### config.mk
export PLATFORM = sky130hd
export DESIGN_NAME = wakegen_top
export DESIGN_NICKNAME = d
export VERILOG_FILES = /design/src/rtl/wakegen_pkg.sv /design/src/rtl/wakegen_sync.sv /design/src/rtl/wakegen_regs.sv /design/src/rtl/wakegen_combine.sv /design/src/rtl/wakegen_top.sv
export SDC_FILE = /design/constraint.sdc
export NUM_CORES = 1
export LEC_CHECK = 0
export ABC_AREA = 1
export BUFFER_PORTS_ARGS = -buffer_cell sky130_fd_sc_hd__buf_2
export CAP_MARGIN = 20
export CORE_MARGIN = 1
export CORE_UTILIZATION = 50
export DETAILED_ROUTE_END_ITERATION = 7
export PLACE_DENSITY = 0.74
export REMOVE_ABC_BUFFERS = 1
export SYNTH_ARGS = -nofsm -noshare
export SYNTH_HDL_FRONTEND = slang
export SYNTH_SLANG_ARGS = --single-unit
### constraint.sdc
create_clock -name clk -period 3.38 [get_ports clk]
set_input_delay 0.676 -clock clk [delete_from_list [all_inputs] [get_ports clk]]
set_output_delay 0.676 -clock clk [all_outputs]
set_load 0.1 [all_outputs]
### src/rtl/wakegen_pkg.sv
package wakegen_pkg;
  localparam int WORD_W     = 32;
  localparam int PAGE_LSB   = 10;   // 0x400 bytes per CPU page
  localparam int IDX_LSB    = 2;    // 4 bytes per word

  function automatic int line_bank(input int n);
    return n >> 5;
  endfunction

  function automatic int line_bit(input int n);
    return n & 31;
  endfunction

  function automatic int mode_offset(input int ncpu);
    return ncpu << PAGE_LSB;
  endfunction
endpackage

### src/rtl/wakegen_sync.sv
module wakegen_sync #(
  parameter int WIDTH = 160
) (
  input  logic             clk,
  input  logic             rst_n,
  input  logic [WIDTH-1:0] d,
  output logic [WIDTH-1:0] q
);
  logic [WIDTH-1:0] stage1;

  always_ff @(posedge clk or negedge rst_n) begin
    if (!rst_n) begin
      stage1 <= '0;
      q      <= '0;
    end else begin
      stage1 <= d;
      q      <= stage1;
    end
  end
endmodule

### src/rtl/wakegen_regs.sv
module wakegen_regs
  import wakegen_pkg::*;
#(
  parameter int NUM_CPUS  = 2,
  parameter int NUM_BANKS = 5,
  parameter int ADDR_W    = 12,
  localparam int NUM_LINES = NUM_BANKS * WORD_W
) (
  input  logic                               clk,
  input  logic                               rst_n,
  input  logic                               wr_en,
  input  logic [ADDR_W-1:0]                  addr,
  input  logic [WORD_W-1:0]                  wdata,
  output logic [WORD_W-1:0]                  rdata,
  output logic [NUM_CPUS-1:0][NUM_LINES-1:0] en_bits,
  output logic                               mode_indep
);
  localparam int MODE_ADDR = mode_offset(NUM_CPUS);

  int   sel_page;
  int   sel_idx;
  logic aligned;
  logic en_hit;
  logic mode_hit;

  always_comb begin
    sel_page = int'(addr[ADDR_W-1:PAGE_LSB]);
    sel_idx  = int'(addr[PAGE_LSB-1:IDX_LSB]);
    aligned  = (addr[IDX_LSB-1:0] == '0);
    en_hit   = aligned && (sel_page < NUM_CPUS) && (sel_idx < NUM_BANKS);
    mode_hit = (addr == ADDR_W'(MODE_ADDR));
  end

  logic [WORD_W-1:0] bank_q [NUM_CPUS][NUM_BANKS];

  for (genvar c = 0; c < NUM_CPUS; c++) begin : g_cpu
    for (genvar b = 0; b < NUM_BANKS; b++) begin : g_bank
      always_ff @(posedge clk or negedge rst_n) begin
        if (!rst_n)
          bank_q[c][b] <= '0;
        else if (wr_en && en_hit && sel_page == c && sel_idx == b)
          bank_q[c][b] <= wdata;
      end
      assign en_bits[c][b*WORD_W +: WORD_W] = bank_q[c][b];
    end
  end

  always_ff @(posedge clk or negedge rst_n) begin
    if (!rst_n)
      mode_indep <= 1'b0;
    else if (wr_en && mode_hit)
      mode_indep <= wdata[0];
  end

  always_comb begin
    rdata = '0;
    if (mode_hit)
      rdata = {{(WORD_W-1){1'b0}}, mode_indep};
    for (int c = 0; c < NUM_CPUS; c++)
      for (int b = 0; b < NUM_BANKS; b++)
        if (en_hit && sel_page == c && sel_idx == b)
          rdata = bank_q[c][b];
  end
endmodule

### src/rtl/wakegen_combine.sv
module wakegen_combine #(
  parameter int NUM_CPUS  = 2,
  parameter int NUM_LINES = 160
) (
  input  logic                               clk,
  input  logic                               rst_n,
  input  logic [NUM_LINES-1:0]               irq_sync,
  input  logic [NUM_CPUS-1:0][NUM_LINES-1:0] en_bits,
  input  logic                               mode_indep,
  output logic [NUM_CPUS-1:0]                evt_raw,
  output logic [NUM_CPUS-1:0]                wake_q
);
  for (genvar c = 0; c < NUM_CPUS; c++) begin : g_evt
    assign evt_raw[c] = |(irq_sync & en_bits[c]);

    always_ff @(posedge clk or negedge rst_n) begin
      if (!rst_n)
        wake_q[c] <= 1'b0;
      else
        wake_q[c] <= mode_indep ? evt_raw[c] : (|evt_raw);
    end
  end
endmodule

### src/rtl/wakegen_top.sv
module wakegen_top
  import wakegen_pkg::*;
#(
  parameter int NUM_CPUS  = 2,
  parameter int NUM_BANKS = 5,
  parameter int ADDR_W    = 12,
  localparam int NUM_LINES = NUM_BANKS * WORD_W
) (
  input  logic                 clk,
  input  logic                 rst_n,
  input  logic [NUM_LINES-1:0] irq_in,
  output logic [NUM_LINES-1:0] irq_out,
  input  logic                 reg_wr,
  input  logic [ADDR_W-1:0]    reg_addr,
  input  logic [WORD_W-1:0]    reg_wdata,
  output logic [WORD_W-1:0]    reg_rdata,
  output logic [NUM_CPUS-1:0]  wake_req
);
  logic [NUM_LINES-1:0]               irq_sync;
  logic [NUM_CPUS-1:0][NUM_LINES-1:0] en_bits;
  logic                               mode_indep;
  logic [NUM_CPUS-1:0]                evt_raw;

  assign irq_out = irq_in;

  wakegen_sync #(.WIDTH(NUM_LINES)) u_sync (
    .clk   (clk),
    .rst_n (rst_n),
    .d     (irq_in),
    .q     (irq_sync)
  );

  wakegen_regs #(
    .NUM_CPUS  (NUM_CPUS),
    .NUM_BANKS (NUM_BANKS),
    .ADDR_W    (ADDR_W)
  ) u_regs (
    .clk        (clk),
    .rst_n      (rst_n),
    .wr_en      (reg_wr),
    .addr       (reg_addr),
    .wdata      (reg_wdata),
    .rdata      (reg_rdata),
    .en_bits    (en_bits),
    .mode_indep (mode_indep)
  );

  wakegen_combine #(
    .NUM_CPUS  (NUM_CPUS),
    .NUM_LINES (NUM_LINES)
  ) u_combine (
    .clk        (clk),
    .rst_n      (rst_n),
    .irq_sync   (irq_sync),
    .en_bits    (en_bits),
    .mode_indep (mode_indep),
    .evt_raw    (evt_raw),
    .wake_q     (wake_req)
  );
endmodule

# Word-level counts from Yosys, hierarchy flattened
# Cells that the tools add are included.
[totals]
regBits = 643
inputBits = 207
out_inout_bits = 194
word_cells = 72
[op_classes]
n_lt_le_gt_ge = 2
eq_ne = 6
muxes = 13
n_bitwise = 2
reduce_logical = 34
[op_table]
columns = ["operator", "count"]
rows = [
  ["$and A160 B160 Y160", 2],
  ["$mux W32", 10],
  ["$reduce_or A160 Y1", 2],
  ["$reduce_or A320 Y1", 1],
  ["$logic_not A32 Y1", 2],
  ["$logic_and A1 B1 Y1", 28],
  ["$eq A8 B3 Y1 const B", 2],
  ["$eq A12 B12 Y1 const B", 1],
  ["$eq A8 B2 Y1 const B", 1],
  ["$eq A8 B4 Y1 const B", 1],
  ["$lt A8 B3 Y1 const B", 1],
  ["$mux W1", 3],
  ["$eq A2 B2 Y1 const B", 1],
  ["$logic_not A2 Y1", 1],
  ["$lt A2 B2 Y1 const B", 1],
]

# Longest topological paths before layout
# Gate-level depths: netlist of the first run.
[logic_depth]
ltp_word = 15
mapped_depth = 17
depth_no_buf = 17

# Cells and area by module
# From an unflattened synthesis of the first run, not the netlist that was laid out.
[unflattened]
hier_cells = 2816
area_unflattened_um2 = 25966.2
[by_module_without_submodules]
columns = ["mod", "instances", "cells_each", "area_per_inst_um2", "seq_area_each_um2"]
rows = [
  ["wakegen_regs", 1, 1723, 14353.8, 8032.7],
  ["wakegen_sync", 1, 320, 8007.7, 8007.7],
  ["wakegen_combine", 1, 613, 2403.6, 50.0],
  ["wakegen_top", 1, 160, 1201.2, 0.0],
]

# Worst setup path after synthesis of the first run
# No wires, ideal clock.
[synth_path]
path_kind = "input to output"
startpoint = "input reg_addr[7]"
endpoint = "output reg_rdata[21]"
t_arrival_ns = 3.396
required_time_ns = 2.704
setup_slack_ns = -0.692
cell_stages = 16
path_buffers = 1
cell_sequence = "nor2_1 nand2_1 nor2_2 nand3_2 nor2_2 buf_4 nand2_1 nand3_1 o211ai_1 nand2_1 nand2_1 nand2_1 nand2_1 nand2_1 nand2_1 a21oi_1"
[synth_via]
elab_chain_len = 14
word_cells_on_any_way = 29
cone_classes = "order compare: 1; eq/ne: 4; mux: 10; reduce/logical: 14"
[synth_rtl]
columns = ["item", "line_no", "source"]
rows = [
  ["from (decl)", "wakegen_top.sv:14", "input logic [ADDR_W-1:0] reg_addr,"],
  ["$lt A8 B3 Y1", "wakegen_regs.sv:30", "en_hit = aligned && (sel_page < NUM_CPUS) && (sel_idx < NUM_BANKS);"],
  ["$logic_and A1 B1 Y1", "wakegen_regs.sv:30", ""],
  ["$logic_and A1 B1 Y1 (2 in series)", "wakegen_regs.sv:61", "if (en_hit && sel_page == c && sel_idx == b)"],
  ["$mux W32 (9 in series)", "wakegen_regs.sv:61", ""],
  ["$mux W32 *", "wakegen_regs.sv:61", ""],
  ["to (decl)", "wakegen_top.sv:16", "output logic [WORD_W-1:0] reg_rdata,"],
]
# Mark *: on every way between the ends. The rest lies on a longest branch, timed or not.

# Worst setup path in the final report of the first run
[layout_path]
startpoint = "input reg_addr[7]"
endpoint = "output reg_rdata[13]"
# Same word-level chain as after synthesis.

==> impl_metrics.tcl, run 1 <==
set metrics [dict create \
    status "finished, violations left" \
    failed_checks "setup timing" \
    maxCapViolCount 0 \
    rrSetupSlack_ns 1.15 \
    layout-drive-gt1-share 0.270 \
    p_clk_frac 0.447 \
    tightest_slew_ns 1.01 \
    clock-sinks 643 \
    avgSynthCellArea_um2 9.99 \
    cts_tree "built" \
    dieArea_um2 51800 \
    area_growth_pct 23.8 \
    final_cells 3602 \
    synth_most_common_cell "nand2_1" \
    port_buffers 400 \
    finalSetupViolations 18 \
    drt_pass1_iterations 6 \
    whs_ns 0.114 \
    fin_skew_ns 0.0226 \
    p_seq_frac 0.476 \
    grt.overflow.total 0 \
    syn-cell-area_um2 25500 \
    grt_usage 0.297 \
    relSlewSlack 0.323 \
    wl_mm 76.9 \
    cts.reportedPaths.clkPinSlew_ns 0.05 \
    dp.cells 3460 \
    die_w_um 228 \
    cp.arrival_ns 2.77 \
    synth.distinct_cells 39 \
    core_area_um2 50200 \
    grt_pass1_vias 19600 \
    drtIter0Drc 1997 \
    hold_path.class "input pin to async pin" \
    core.rowCount 82 \
    syn-instance-count 2550 \
    grt_first_pass_wirelength_mm 113 \
    antenna_found_initial 3 \
    cp-end-kind "output port" \
    final.period_utilization 1.02 \
    p_switching_mw 4.28 \
    synth_area_leaders "dfrtp_1, nand2_1, buf_4" \
    startpoint_type "input pin" \
    pwr_density_cell_nw_per_um2 533 \
    route.detailed.drc 0 \
    grt_max_degree 86 \
    synth_seq_cells 643 \
    fin_crit_ns 3.45 \
    hold_buffers 0 \
    slew_violations 0 \
    ff2ff_path_depth 10 \
    routed_via_density 5.60 \
    yosysWarningCount 0 \
    rr_endpoint "u_combine.wake_q[0]" \
    ant_nets 0 \
    async_flop_share 1.00 \
    worstSetupPathType "input pin to output port" \
    hpwl_mm 53.5 \
    cp_max_fo 5 \
    clk_latency_ns 0.61 \
    hold_viol 0 \
    synthTopCellsByCount "nand2_1, dfrtp_1, o21ai_0" \
    cts_root_buffer "clkbuf_16" \
    crit_required_ns 2.70 \
    switching_share 0.254 \
    rr_startpoint "u_regs.en_bits[263]" \
    cts_buffers 68 \
    max_freq_ghz 0.290 \
    synth_edf_count 0 \
    rsz0062_at_grt "yes" \
    synth_top_cell_area_share 0.632 \
    pin_count 401 \
    initial_core_util 0.508 \
    routedWlPerCell_um 21.4 \
    die-height_um 228 \
    ys_seq_area_frac 0.632 \
    dr_total_vias 20200 \
    htreeDepth 3 \
    combPwrFrac 0.077 \
    timing.final.ws_setup_ns -0.0676 \
    final_nets 3084 \
    internal_power_mw 12.5 \
    cts.path.max_buffers 3 \
    synth_top_cell_by_area "dfrtp_1" \
    p_leak_nw 15.1 \
    place.gp.congestion 0.957 \
    irDropWorstVdd_v 0.000516 \
    synthFlopType "dfrtp_1" \
]
-- what timing repair did --
action | 4_1_cts | 5_1_grt
gates resized for setup | 40 | 165
cloned | 2 | 3
setup buffers | 4 | 14
pin swaps | 13 | 53
endpoints found under the hold margin | 0 | 0
endpoints found under the setup margin | 32 | 32
-- stage by stage --
step / worst slack (ns) / area [µm²] / TNS [ns] / power, mW / util
after global routing: -0.181 / 31500 / -3.57 / 17.3 / 0.628
after CTS: -0.0264 / 30700 / -0.0670 / 16.9 / 0.612
final: -0.0676 / 31500 / -0.627 / 16.8 / 0.628
after detailed placement: -0.200 / 28200 / -4.21 / 9.43 / 0.562
after floorplan: -2.15 / 23800 / -117.19 / 8.14 / -
after global placement: -0.338 / 28200 / -8.29 / 9.42 / 0.562
-- kinds of logic after synthesis --
kind of cell / share of synthesized area
buffers and inverters: 0.0886
and+or+nand+nor: 0.138
DFF: 0.632
AOI/OAI and AO/OA: 0.141
-- worst max path at each step --
stage,from,end,depth (start not counted)
after CTS,reg_addr[0],reg_rdata[5],22
after floorplan,reg_addr[7],reg_rdata[21],10
after detailed placement,reg_addr[9],reg_rdata[5],21
final,reg_addr[7],reg_rdata[13],17
after global routing,reg_addr[5],reg_rdata[4],17
after global placement,reg_addr[4],reg_rdata[20],14
-- metal layers --
metal | vias to the layer above | share of wire | track usage
li1 | 9013 | - | -
met1 | 9849 | 0.40 | 0.401
met3 | 220 | 0.090 | 0.0666
met5 | - | 0.00014 | 0
met2 | 1077 | 0.46 | 0.458
met4 | 2 | 0.045 | 0.139
-- layout make-up --
| class | count | area (µm²) |
|---|---|---|
| tap | 672 | 841 |
| multi-input combinational | 1490 | 7720 |
| clock buffer | 92 | 1940 |
| clock inverter | 29 | 329 |
| sequential | 643 | 16100 |
| fill | 3892 | 18600 |
| inverter | 149 | 586 |
| timing repair buffer | 525 | 4010 |
| antenna | 2 | 5.00 |
-- worst max-delay path, stage by stage --
cell       delay [ns]
buf_2            0.11
nor2_4           0.10
nand2_4          0.11
nor2_4           0.15
nand3_4          0.14
buf_6            0.16
nor2_4           0.27
buf_12           0.15
clkbuf_16        0.14
buf_4            0.14
nand2_1          0.05
nand4_1          0.08
nand2_1          0.05
nand2_1          0.08
nand2_1          0.07
nand2_2          0.09
buf_12           0.18
-- registers in the layout, indices dropped and copies added, names as in the netlist --
register and flops:
u_sync.q 160, u_sync.stage1 160, u_combine.wake_q 2, u_regs.mode_indep 1, u_regs.en_bits 320
-- cells in the final DEF, fill, tap and decap left out, types with 4 or more instances in the layout --
cell	instances
o21ai_0	234
clkbuf_16	78
clkbuf_8	11
inv_2	11
nand3_1	39
bufinv_16	5
dfrtp_1	643
nor2_1	53
o21ai_2	19
nand3_2	18
clkinv_2	14
a22o_1	39
o22ai_1	18
o2111ai_2	4
clkbuf_1	11
a21oi_1	126
o221ai_2	7
buf_4	76
o2111ai_1	4
o221ai_1	4
a221oi_1	45
nand2_2	43
nand4_1	32
nand2_1	626
inv_6	4
buf_2	361
a211oi_1	5
o21ai_1	109
nand2_4	8
nor2_4	16
buf_12	55
a21oi_2	7
inv_1	132
clkinvlp_4	4
buf_6	20
-- power by group through the flow --
| stage | logic (mW) | clock network, mW | registers (mW) |
|---|---|---|---|
| after floorplan | 0.0507 | 0 | 8.09 |
| after global placement | 1.28 | 0 | 8.14 |
| after detailed placement | 1.28 | 0 | 8.14 |
| after CTS | 1.30 | 7.63 | 8.01 |
| after global routing | 1.37 | 7.94 | 8.02 |
| final | 1.30 | 7.51 | 8.01 |
No activity file was read; power rests on OpenSTA's default activity.
==> inputs of run 2 (changes only) <==
==> constraint.sdc (replaced) <==
create_clock -name clk -period 3.38 [get_ports clk]
set_input_delay 0.676 -clock clk [delete_from_list [all_inputs] [get_ports clk]]
set_output_delay 0.676 -clock clk [all_outputs]
set_load 0.01 [all_outputs]
==> run 2 against run 1 <==
The run ends with DRC left. Final cell count is 0.50% lower. Non-clock buffer count is 14 lower. First-iteration DRC count is 22% higher. Via count is 0.59% lower. Core utilization is 2.6 points lower. Wire length is 2.5% lower. Maximum frequency is 3.2% higher. Design area is 4.1% lower. Clock-buffer cell count is 3 lower. Clock skew is 0.0014 ns higher. Setup slack better by 0.11 ns. Critical path type unchanged.
==> impl_metrics.tcl, run 2 (same netlist as run 1, synthesis figures left out) <==
set metrics [dict create \
    status "finished, violations left" \
    failed_checks "DRC" \
    ant_nets 0 \
    wl_mm 75.0 \
    drtIter0Drc 2433 \
    route.detailed.drc 5 \
    cp.arrival_ns 2.66 \
    p_clk_frac 0.466 \
    finalSetupViolations 0 \
    irDropWorstVdd_v 0.000381 \
    routed_via_density 5.59 \
    core_area_um2 50200 \
    cp_max_fo 36 \
    place.gp.congestion 0.966 \
    htreeDepth 3 \
    hold_viol 0 \
    worstSetupPathType "input pin to output port" \
    hold_path.class "input pin to async pin" \
    final.period_utilization 0.988 \
    switching_share 0.220 \
    initial_core_util 0.508 \
    drt_pass1_iterations 8 \
    pin_count 401 \
    cp-end-kind "output port" \
    dieArea_um2 51800 \
    p_seq_frac 0.498 \
    rsz0062_at_grt "yes" \
    port_buffers 400 \
    cp_slowest_cell "buf_4" \
    p_leak_nw 14.7 \
    utilization 0.603 \
    crit_chain "buf_2, nor2_2, nand2_4, nor2_4, and2_1, nand2_2, buf_4, nor2_8, buf_12, a21oi_1, nand2_1, nand2_1, o21ai_1, buf_2" \
    pwr_density_cell_nw_per_um2 532 \
    antenna_found_initial 0 \
    area_growth_pct 18.7 \
    startpoint_type "input pin" \
    crit_family "simple AND/OR/NAND/NOR gates" \
    use_met2 0.467 \
    cts.reportedPaths.clkPinSlew_ns 0.05 \
    hold_buffers 0 \
    cts_buffers 68 \
    p_total_mw 16.1 \
    hpwl_mm 53.6 \
    maxCapViolCount 0 \
    slew_violations 0 \
    core.rowCount 82 \
    crit_buf_inv 4 \
    max_freq_ghz 0.299 \
    die-height_um 228 \
    max_stage_delay_ns 0.24 \
    crit_required_ns 2.70 \
    setup_tns_ns 0 \
    fillers 4094 \
    tightest_slew_ns 0.839 \
    p_switching_mw 3.55 \
    whs_ns 0.0422 \
    cts_root_buffer "clkbuf_16" \
    grt_use_met3 0.0485 \
    clk_latency_ns 0.60 \
    mostFrequentLayoutCell "nand2_1" \
    grt_usage 0.294 \
    final_cell_mix "nand2_1, dfrtp_1, buf_2" \
    fin_skew_ns 0.0240 \
    combPwrFrac 0.036 \
    die_w_um 228 \
    fin_crit_ns 3.34 \
    grt_max_degree 88 \
    cts.path.max_buffers 3 \
    dr_total_vias 20000 \
    grt-busiest-layer "met2" \
    clock-sinks 643 \
    largest_reg_flops 320 \
    relSlewSlack 0.437 \
    grt_pass1_vias 19400 \
    grt_first_pass_wirelength_mm 113 \
    layout-drive-gt1-share 0.236 \
    final_nets 3070 \
    grt.overflow.total 0 \
    routedWlPerCell_um 20.9 \
    cts_tree "built" \
    met1_usage 0.409 \
    internal_power_mw 12.5 \
]
==> run 2: cell count changes in the layout (fill, tap and decap cells not counted), moves of 6 or more <==
cell,before,now
a21oi_1,126,134
buf_12,55,23
buf_2,361,397
buf_6,20,10
clkbuf_16,78,71
inv_1,132,138
nand2_1,626,659
nand2_2,43,15
nand3_1,39,54
nand3_2,18,5
o21ai_1,109,119
o21ai_2,19,4
==> run 2: path summary, 6_finish.rpt <==
path / slack, ns / endpoint / depth (start not counted) / startpoint
hold reg to reg: 0.33 / u_sync.q[60] / 0 / u_sync.stage1[60]
min in group clk: 0.19 / u_sync.stage1[141] / 1 / irq_in[141]
max in group asynchronous: 2.39 / u_sync.stage1[138] / 2 / rst_n
hold / removal: 0.04 / u_sync.q[147] / 1 / rst_n
setup / recovery: 0.04 / reg_rdata[11] / 14 / reg_addr[5]
setup reg to reg: 1.04 / u_combine.wake_q[0] / 10 / u_sync.q[84]
==> run 2: per-stage QoR <==
step	std cells	worst slack, ns	instance area [µm²]
2_1_floorplan	2282	-1.75	23800
3_3_place_gp	3458	-0.0595	27700
3_5_place_dp	3458	-0.108	27700
4_1_cts	3581	0.00366	30000
5_1_grt	3583	-0.0637	30200
6_report	3584	0.0405	30200
==> run 2: cell type report <==
class / instances / area [µm²] / share of cell area
flip-flops and latches: 643 / 16100 / 0.532
multi-input cells: 1490 / 7290 / 0.241
repair buffers: 511 / 3180 / 0.105
clock buffers: 89 / 1950 / 0.0647
well taps: 672 / 841 / 0.0278
inverters: 149 / 569 / 0.0188
clock inverters: 29 / 299 / 0.00989
diodes: 1 / 2.50 / 0.0000828
==> run 2: power groups by stage <==
stage          Sequential (mW)  Clock, mW  Combinational (mW)
6_report                  8.01       7.49               0.585
4_1_cts                   8.01       7.64               0.588
2_1_floorplan             8.09          0              0.0506
5_1_grt                   8.02       7.95               0.657
3_3_place_gp              8.14          0               0.575
3_5_place_dp              8.15          0               0.584
==> run 2: what timing repair did <==
action                                  CTS  global route
setup buffers                             5             2
resized for setup                         5            56
endpoints found under the setup margin   32            32
pin swaps                                 1            19
==> run 2: routing by layer <==
metal,share of wire,vias to the layer above,routed length [µm]
met3,0.081,172,6060
met2,0.47,1034,35200
li1,-,8960,-
met5,0,-,0
met1,0.41,9876,31000
met4,0.036,0,2710
